<file path="src/rtl/ecd_pkg.sv">
package ecd_pkg;

    localparam logic [1:0] CODE_RSVD = 2'b00;
    localparam logic [1:0] CODE_D4   = 2'b01;
    localparam logic [1:0] CODE_D64  = 2'b10;
    localparam logic [1:0] CODE_D1K  = 2'b11;

    typedef enum logic [1:0] {
        RATE_D4    = 2'd0,
        RATE_D64   = 2'd1,
        RATE_D1024 = 2'd2
    } rate_e;

    typedef enum logic [1:0] {
        PEND_IDLE  = 2'd0,
        PEND_WAIT  = 2'd1,
        PEND_ARMED = 2'd2
    } pend_e;

    typedef enum logic {
        SRC_RC   = 1'b0,
        SRC_XTAL = 1'b1
    } src_e;

    function automatic logic [1:0] code_of(rate_e r);
        logic [1:0] c;
        unique case (r)
            RATE_D4:    c = CODE_D4;
            RATE_D64:   c = CODE_D64;
            RATE_D1024: c = CODE_D1K;
            default:    c = CODE_D4;
        endcase
        return c;
    endfunction

    function automatic rate_e rate_of(logic [1:0] c);
        rate_e r;
        unique case (c)
            CODE_D64: r = RATE_D64;
            CODE_D1K: r = RATE_D1024;
            default:  r = RATE_D4;
        endcase
        return r;
    endfunction

endpackage

</file>
<file path="src/rtl/ecd_mc_counter.sv">
module ecd_mc_counter
    import ecd_pkg::*;
#(
    parameter int DIV_FAST = 4,
    parameter int DIV_MID  = 64,
    parameter int DIV_SLOW = 1024
) (
    input  logic  clk,
    input  logic  rst_n,
    input  logic  sync_rst,
    input  rate_e rate,
    output logic  tick
);
    localparam int CNT_W = $clog2(DIV_SLOW);

    logic [CNT_W-1:0] cnt;
    logic [CNT_W-1:0] term;

    // Terminal count for the rate in force; a lowered rate ends the cycle early.
    always_comb begin
        unique case (rate)
            RATE_D4:    term = CNT_W'(DIV_FAST - 1);
            RATE_D64:   term = CNT_W'(DIV_MID - 1);
            RATE_D1024: term = CNT_W'(DIV_SLOW - 1);
            default:    term = CNT_W'(DIV_FAST - 1);
        endcase
    end

    assign tick = (cnt >= term);

    always_ff @(posedge clk or negedge rst_n) begin
        if (!rst_n) begin
            cnt <= '0;
        end else if (sync_rst || tick) begin
            cnt <= '0;
        end else begin
            cnt <= cnt + 1'b1;
        end
    end

endmodule

</file>
<file path="src/rtl/ecd_delay_apply.sv">
module ecd_delay_apply
    import ecd_pkg::*;
#(
    parameter int W = 2
) (
    input  logic         clk,
    input  logic         rst_n,
    input  logic         flush,
    input  logic         req,
    input  logic [W-1:0] req_data,
    input  logic         tick,
    output logic         apply,
    output logic [W-1:0] apply_data
);
    pend_e        st_q;
    pend_e        st_nx;
    logic [W-1:0] held_q;

    // Next state: ACCEPT, FIRST_EDGE, MATURE, FLUSH
    always_comb begin
        st_nx = st_q;
        unique case (st_q)
            PEND_IDLE: begin
                if (req) st_nx = PEND_WAIT;
            end
            PEND_WAIT: begin
                if (req)       st_nx = PEND_WAIT;
                else if (tick) st_nx = PEND_ARMED;
            end
            PEND_ARMED: begin
                if (req)       st_nx = PEND_WAIT;
                else if (tick) st_nx = PEND_IDLE;
            end
            default: st_nx = PEND_IDLE;
        endcase
        if (flush) st_nx = PEND_IDLE;
    end

    always_ff @(posedge clk or negedge rst_n) begin
        if (!rst_n) begin
            st_q   <= PEND_IDLE;
            held_q <= '0;
        end else begin
            st_q <= st_nx;
            if (req && !flush) held_q <= req_data;
        end
    end

    always_comb begin
        apply      = (st_q == PEND_ARMED) && tick && !req && !flush;
        apply_data = held_q;
    end

endmodule

</file>
<file path="src/rtl/ecd_rate_ctl.sv">
module ecd_rate_ctl
    import ecd_pkg::*;
(
    input  logic       clk,
    input  logic       rst_n,
    input  logic       sync_rst,
    input  logic       wr,
    input  logic [1:0] wdata,
    input  logic       swb_en,
    input  logic       rx_en,
    input  logic       rx_start_fall,
    input  logic       tx_buf_wr,
    input  logic       xint_ack,
    input  logic       tx_busy,
    input  logic       rx_busy,
    input  logic       apply,
    input  logic [1:0] apply_code,
    output logic       accept,
    output logic       flush,
    output rate_e      rate
);
    rate_e rate_q;
    rate_e rate_nx;
    logic  snap;
    logic  locked;
    logic  slow_jump;

    always_comb begin
        snap      = swb_en && ((rx_en && rx_start_fall) || tx_buf_wr || xint_ack);
        locked    = swb_en && (tx_busy || rx_busy);
        slow_jump = ((rate_q == RATE_D64)   && (wdata == CODE_D1K)) ||
                    ((rate_q == RATE_D1024) && (wdata == CODE_D64));
        accept    = wr && (wdata != CODE_RSVD) && !locked && !slow_jump;
        flush     = snap || sync_rst;
    end

    // Transitions: RESET, SNAPBACK, APPLY
    always_comb begin
        rate_nx = rate_q;
        unique case (rate_q)
            RATE_D4, RATE_D64, RATE_D1024: begin
                if (sync_rst)   rate_nx = RATE_D4;
                else if (snap)  rate_nx = RATE_D4;
                else if (apply) rate_nx = rate_of(apply_code);
            end
            default: rate_nx = RATE_D4;
        endcase
    end

    always_ff @(posedge clk or negedge rst_n) begin
        if (!rst_n) rate_q <= RATE_D4;
        else        rate_q <= rate_nx;
    end

    assign rate = rate_q;

endmodule

</file>
<file path="src/rtl/ecd_src_ctl.sv">
module ecd_src_ctl
    import ecd_pkg::*;
(
    input  logic clk,
    input  logic rst_n,
    input  logic sync_rst,
    input  logic wr,
    input  logic wdata,
    input  logic xtal_ready,
    input  logic apply,
    input  logic apply_sel,
    output logic accept,
    output src_e src
);
    src_e src_q;
    src_e src_nx;

    assign accept = wr && (!wdata || xtal_ready);

    // Transitions: RESET, APPLY
    always_comb begin
        src_nx = src_q;
        unique case (src_q)
            SRC_RC, SRC_XTAL: begin
                if (sync_rst)   src_nx = SRC_XTAL;
                else if (apply) src_nx = apply_sel ? SRC_XTAL : SRC_RC;
            end
            default: src_nx = SRC_XTAL;
        endcase
    end

    always_ff @(posedge clk or negedge rst_n) begin
        if (!rst_n) src_q <= SRC_XTAL;
        else        src_q <= src_nx;
    end

    assign src = src_q;

endmodule

</file>
<file path="src/rtl/ecd_top.sv">
module ecd_top
    import ecd_pkg::*;
#(
    parameter int DIV_FAST = 4,
    parameter int DIV_MID  = 64,
    parameter int DIV_SLOW = 1024
) (
    input  logic       clk,
    input  logic       rst_n,
    input  logic       ext_rst,
    input  logic       wdt_rst,
    input  logic       cdiv_wr,
    input  logic [1:0] cdiv_wdata,
    input  logic       swb_en,
    input  logic       rx_en,
    input  logic       rx_start_fall,
    input  logic       tx_buf_wr,
    input  logic       xint_ack,
    input  logic       tx_busy,
    input  logic       rx_busy,
    input  logic       src_wr,
    input  logic       src_wdata,
    input  logic       xtal_ready,
    output logic       mc_tick,
    output logic [1:0] cdiv_cur,
    output logic       src_xtal
);
    logic       sync_rst;
    logic       tick;
    rate_e      rate;
    logic       r_accept;
    logic       r_flush;
    logic       r_apply;
    logic [1:0] r_apply_code;
    logic       s_accept;
    logic       s_apply;
    logic [0:0] s_apply_sel;
    src_e       src;

    assign sync_rst = ext_rst || wdt_rst;

    ecd_mc_counter #(
        .DIV_FAST (DIV_FAST),
        .DIV_MID  (DIV_MID),
        .DIV_SLOW (DIV_SLOW)
    ) cnt_i (
        .clk      (clk),
        .rst_n    (rst_n),
        .sync_rst (sync_rst),
        .rate     (rate),
        .tick     (tick)
    );

    ecd_rate_ctl rate_i (
        .clk           (clk),
        .rst_n         (rst_n),
        .sync_rst      (sync_rst),
        .wr            (cdiv_wr),
        .wdata         (cdiv_wdata),
        .swb_en        (swb_en),
        .rx_en         (rx_en),
        .rx_start_fall (rx_start_fall),
        .tx_buf_wr     (tx_buf_wr),
        .xint_ack      (xint_ack),
        .tx_busy       (tx_busy),
        .rx_busy       (rx_busy),
        .apply         (r_apply),
        .apply_code    (r_apply_code),
        .accept        (r_accept),
        .flush         (r_flush),
        .rate          (rate)
    );

    ecd_delay_apply #(.W(2)) rate_pend_i (
        .clk        (clk),
        .rst_n      (rst_n),
        .flush      (r_flush),
        .req        (r_accept),
        .req_data   (cdiv_wdata),
        .tick       (tick),
        .apply      (r_apply),
        .apply_data (r_apply_code)
    );

    ecd_src_ctl src_i (
        .clk        (clk),
        .rst_n      (rst_n),
        .sync_rst   (sync_rst),
        .wr         (src_wr),
        .wdata      (src_wdata),
        .xtal_ready (xtal_ready),
        .apply      (s_apply),
        .apply_sel  (s_apply_sel[0]),
        .accept     (s_accept),
        .src        (src)
    );

    ecd_delay_apply #(.W(1)) src_pend_i (
        .clk        (clk),
        .rst_n      (rst_n),
        .flush      (sync_rst),
        .req        (s_accept),
        .req_data   (src_wdata),
        .tick       (tick),
        .apply      (s_apply),
        .apply_data (s_apply_sel)
    );

    assign mc_tick  = tick;
    assign cdiv_cur = code_of(rate);
    assign src_xtal = (src == SRC_XTAL);

endmodule

</file>
<file path="config.mk">
export PLATFORM = sky130hd
export DESIGN_NAME = ecd_top
export DESIGN_NICKNAME = d
export VERILOG_FILES = /design/src/rtl/ecd_pkg.sv /design/src/rtl/ecd_mc_counter.sv /design/src/rtl/ecd_delay_apply.sv /design/src/rtl/ecd_rate_ctl.sv /design/src/rtl/ecd_src_ctl.sv /design/src/rtl/ecd_top.sv
export SDC_FILE = /design/constraint.sdc
export NUM_CORES = 1
export LEC_CHECK = 0
export ABC_AREA = 0
export CORE_MARGIN = 2
export CORE_UTILIZATION = 40
export CTS_BUF_LIST = sky130_fd_sc_hd__clkbuf_8
export CTS_CLUSTER_DIAMETER = 30
export CTS_CLUSTER_SIZE = 25
export DETAILED_ROUTE_END_ITERATION = 7
export PLACE_DENSITY = 0.66
export SLEW_MARGIN = 20
export SYNTH_ARGS = -nofsm -noshare
export SYNTH_HDL_FRONTEND = slang
export SYNTH_SLANG_ARGS = --single-unit
export TNS_END_PERCENT = 10
</file>
<file path="constraint.sdc">
create_clock -name clk -period 3.6 [get_ports clk]
set_input_delay 0.72 -clock clk [delete_from_list [all_inputs] [get_ports clk]]
set_output_delay 0.72 -clock clk [all_outputs]
set_load 0.03 [all_outputs]
</file>
# Yosys cells after proc, flatten, opt, wreduce, memory -nomap -nowiden
# Cells that the tools add are included.
# Widths: inputs -> output; s select.
[totals] regBits=20
[op_classes] magnitude_cmp=1 muxes=23 eq_ne=17 n_addsub=1 n_reduce_logical=40
[ops] operator="$mux 2" n=14
[ops] operator="$pmux 10 s2" n=1
[ops] operator="$logic_and 1x1->1" n=17
[ops] operator="$eq 2x2->1 const B" n=7
[ops] operator="$ne 4x3->1 const B" n=3
[ops] operator="$pmux 2 s3" n=2
[ops] operator="$add 10x1->10 const B" n=1
[ops] operator="$ge 10x10->1" n=1
[ops] operator="$mux 10" n=1
[ops] operator="$logic_or 1x1->1" n=8
[ops] operator="$ne 4x2->1 const B" n=2
[ops] operator="$pmux 2 s2" n=2
[ops] operator="$logic_not 1->1" n=7
[ops] operator="$eq 2x1->1 const B" n=3
[ops] operator="$logic_not 2->1" n=3
[ops] operator="$reduce_and 3->1" n=2
[ops] operator="$reduce_bool 2->1" n=2
[ops] operator="$mux 1" n=3
[ops] operator="$ne 3x1->1 const B" n=1
[ops] operator="$ne 3x2->1 const B" n=1
[ops] operator="$reduce_or 3->1" n=1

# Logic depth before layout (Yosys ltp)
[depth] ltp_word=12 depth_mapped=9 ltp_nobuf=8

# By module
# Synthesis repeated with hierarchy kept, for this count alone.
[hier_totals] hier_cells=114 area_unflattened_um2=1154.9
[modules_own_cells] module="ecd_mc_counter" seq_area_each_um2=250.2 area_per_inst_um2=585.6 n_inst=1 cells_per_inst=59
[modules_own_cells] module="ecd_delay_apply at rate_pend_i" seq_area_each_um2=100.1 area_per_inst_um2=186.4 n_inst=1 cells_per_inst=15
[modules_own_cells] module="ecd_delay_apply at src_pend_i" seq_area_each_um2=75.1 area_per_inst_um2=150.1 n_inst=1 cells_per_inst=13
[modules_own_cells] module="ecd_rate_ctl" seq_area_each_um2=50.0 area_per_inst_um2=150.1 n_inst=1 cells_per_inst=17
[modules_own_cells] module="ecd_src_ctl" seq_area_each_um2=26.3 area_per_inst_um2=52.6 n_inst=1 cells_per_inst=5
[modules_own_cells] module="ecd_top" seq_area_each_um2=0.0 area_per_inst_um2=30.0 n_inst=1 cells_per_inst=5

# Least setup slack after synthesis
# No wires, ideal clock.
[synth_path] kind="register to output" from="register rate_i.rate_q[0] (netlist: rate_i.rate[0])" to="output mc_tick" t_arrival_ns=1.888 stages_incl_launch_ff=9 n_path_buf=1 setup_slack_ns=0.992 required_time_ns=2.880 cell_sequence="dfrtp_1 > inv_1 > ha_1 > inv_1 > ha_1 > a21oi_1 > o21a_1 > buf_1 > nand3_1"
[synth_via] elab_chain_len=3
[synth_rtl] element="start, declared" line="ecd_rate_ctl.sv:22" rtl="rate_e rate_q;"
[synth_rtl] element="start signal, assigned" line="ecd_rate_ctl.sv:52" rtl="else rate_q <= rate_nx;"
[synth_rtl] element="$eq 2x2->1 or $eq 2x1->1 (tied branches)" line="ecd_mc_counter.sv:21" rtl="unique case (rate)"
[synth_rtl] element="$pmux 10 s2 (*)" line="ecd_mc_counter.sv:21"
[synth_rtl] element="$ge 10x10->1 (*)" line="ecd_mc_counter.sv:29" rtl="assign tick = (cnt >= term);"
[synth_rtl] element="end, declared" line="ecd_top.sv:24" rtl="output logic mc_tick,"
# Mark *: on every way between the ends. The rest lies on a longest branch, timed or not.

# Worst setup path after layout
# Ends and elaborated chain as after synthesis.

==> load_flow_metrics.sql <==
INSERT INTO impl_metrics (metric_group, metric, value, unit) VALUES
('yosys', 'main_combinational_cell_family_by_area_after_synthesis', 'simple AND/OR/NAND/NOR gates', ''),
('drt', 'avgViaCountPerCell', '5.455', ''),
('global_route', 'initial_antenna_violation_count', '0', ''),
('drt', 'drt_wl_total', '2.542', 'mm'),
('placed_design', 'placed_cell_area', '0.001474', 'mm²'),
('timing', 'slew_headroom', '38.81', '%'),
('critical_path', 'critPathRequiredTime', '2.88', 'ns'),
('yosys', 'syn-num-nets', '147', ''),
('critical_path', 'critical_path.reg2reg.startpoint', 'rate_i.rate[0]', ''),
('power', 'power_density', '289.3', 'mW/mm²'),
('yosys', 'yosys.area.top_type_share', '38.31', '%'),
('clocking', 'cts.root.buffer_cell', 'clkbuf_8', ''),
('min_path', 'hold_path.startpoint', 'src_pend_i.st_q[1]', ''),
('critical_path', 'cp-start-kind', 'register', ''),
('yosys', 'ys_async_sr_fraction', '100.0', '%'),
('critical_path', 'critPathKind', 'reg2out', ''),
('timing', 'fmax', '299.1', 'MHz'),
('min_path', 'hold_path.class', 'reg2reg', ''),
('critical_path', 'critical_path.reg2reg.endpoint', 'rate_i.rate[0]', ''),
('floorplanning', 'die_area', '0.003565', 'mm²'),
('clocking', 'tritoncts', 'yes', ''),
('drt', 'vias', '960', ''),
('floorplanning', 'core_area', '0.003003', 'mm²'),
('yosys', 'synth-adder-area-share', '9.073', '%'),
('global_route', 'grt_pass1_wl', '4.319', 'mm'),
('clocking', 'clock_latency', '0.25', 'ns'),
('yosys', 'netlist_area', '0.001241', 'mm²'),
('finish', 'layout_common_cells', 'clkdlybuf4s50_1 (20), dfrtp_1 (19), nor2_1 (15)', ''),
('floorplanning', 'num_rows', '20', ''),
('finish', 'areaGrowthSynthToFinish', '22.38', '%'),
('critical_path', 'r2r_slack', '1.29', 'ns'),
('run', 'maxCapViolations', '0', ''),
('drt', 'wl_per_cell', '14.44', 'µm'),
('clocking', 'clockBufferDepth', '2', ''),
('critical_path', 'critical_path_arrival', '2.62', 'ns'),
('clocking', 'postCtsSetupBuffers', '0', ''),
('timing', 'final_number_of_setup_violating_endpoints', '0', ''),
('clocking', 'tritoncts.num_buffers', '3', ''),
('yosys', 'count_of_flip_flops_with_a_built_in_enable_after_synthesis', '0', ''),
('finish', 'layout-drive-gt1-share', '11.19', '%'),
('global_route', 'globalRouteTotalUtil', '15.85', '%'),
('timing', 'rsz0062_at_grt', 'false', ''),
('timing', 'setup_total_negative_slack', '0', 'ns'),
('yosys', 'synth.area.top_cells', 'dfrtp_1 (38%), ha_1 (9.1%), nor2_1 (4.5%)', ''),
('finish', 'final_area', '0.001519', 'mm²'),
('timing', 'tightestPinTransition', '0.9150', 'ns'),
('placed_design', 'io_buffers', '20', ''),
('clocking', 'tritoncts_num_sinks', '20', ''),
('clocking', 'cts.hold.buffers_added', '0', ''),
('timing', 'final_min_period_over_clock_period', '92.87', '%'),
('placed_design', 'globalplace.congestion', '0.7894', ''),
('outcome', 'outcome', 'completed', ''),
('drt', 'drc_errors', '0', ''),
('floorplanning', 'overall_die_width', '59.71', 'µm'),
('critical_path', 'cp-end-kind', 'primary output', ''),
('critical_path', 'worst-path-max-fanout', '10', ''),
('timing', 'min_period', '3.343', 'ns'),
('drt', 'antenna_violating_nets_post_route', '0', ''),
('yosys', 'ys_seq_elements', '20', ''),
('timing', 'hold_violations', '0', ''),
('global_route', 'global_route_total_overflow', '0', ''),
('floorplanning', 'floorplan.io_pins', '21', ''),
('finish', 'finalNetCount', '170', ''),
('min_path', 'min_to', 'src_pend_i.st_q[0]', ''),
('min_path', 'hold-path-cell-count', '1', ''),
('yosys', 'synth_xor_area_share', '4.940', '%'),
('floorplanning', 'floorplan.die.height', '59.71', 'µm'),
('floorplanning', 'initial_utilization', '41.33', '%'),
('yosys', 'syn-mean-instance-area', '10.26', 'µm²'),
('clocking', 'clkTransAtPathRegs', '0.07', 'ns'),
('global_route', 'largest_net_degree_at_the_start_of_global_routing', '21', '');
## critical path, cell delays in order (launching register included)
cell and delay [ns]:
dfrtp_1 0.42, inv_1 0.06, ha_1 0.21, inv_1 0.12, ha_1 0.28, a21oi_1 0.15, o21a_1 0.39, nand3_1 0.12
clkdlybuf4s50_1 0.61
## worst max path at each step
stage / from / end / slack (ns) / cells past startpoint
6_report: rate_i.rate[0] / mc_tick / 0.26 / 8
5_1_grt: rate_i.rate[0] / mc_tick / 0.08 / 8
4_1_cts: rate_i.rate[0] / mc_tick / 0.24 / 8
3_5_place_dp: rate_i.rate[0] / mc_tick / 0.53 / 8
3_3_place_gp: rate_i.rate[0] / mc_tick / 0.63 / 8
2_1_floorplan: rate_i.rate[0] / mc_tick / 0.99 / 8
## power breakdown
part | internal (µW) | switching [µW]
sequential | 235 | 7.86
clock | 75.7 | 68.8
combinational | 30.2 | 21.9
total | 341 | 98.6
## metal layers
metal	GRT usage (%)	part of all wire, %	routed length [µm]
met2	27.02	50	1270
met1	20.93	45	1156
met5	0	0	0
met4	2.540	0	0
met3	3.463	4.5	115
## flip-flops by register name (all words and copies together), names as in the netlist
name and flops:
cnt_i.cnt 10, rate_i.rate 2, rate_pend_i.apply_data 2, rate_pend_i.st_q 2, src_i.src 1, src_pend_i.apply_data 1, src_pend_i.st_q 2
## synth_stat cells, types with 2 or more instances
| master | instances |
|---|---|
| o21a_1 | 2 |
| nand2_1 | 7 |
| nor2_1 | 15 |
| mux2i_1 | 3 |
| o21ai_0 | 3 |
| ha_1 | 9 |
| xor2_1 | 6 |
| inv_1 | 9 |
| a21oi_1 | 4 |
| nor2b_1 | 3 |
| a221oi_2 | 2 |
| dfrtp_1 | 19 |
| nand4_1 | 5 |
| mux2_2 | 3 |
| nand3_1 | 6 |
## cell type report
class / instances / area, µm²
inverter: 9 / 33.78
clock buffer: 3 / 41.29
fill: 290 / 1484
timing repair buffer: 20 / 200.2
multi-input combinational: 90 / 696.9
clock inverter: 1 / 3.754
tap: 33 / 41.29
sequential: 20 / 501.7
## cells by family after synthesis
group,after synthesis
AO/OA/AOI/OAI,21
buffers and inverters,11
flip-flops,20
AND/OR/NAND/NOR,47
XOR/XNOR,7
multiplexers,6
adder cells (fa/ha/maj),9
## per-stage QoR
stage	worst slack, ns	util (%)	power, µW	std cells	hold slack, ns
2_1_floorplan	0.9924	-	270.1	121	0.4244
3_3_place_gp	0.6290	49.08	298.6	172	0.4750
3_5_place_dp	0.5315	49.08	300.1	172	0.4769
4_1_cts	0.2415	50.58	447.2	176	0.4838
5_1_grt	0.07965	50.58	463.9	176	0.4903
6_report	0.2565	50.58	439.5	176	0.4825
(Power assumes the default switching activity.)
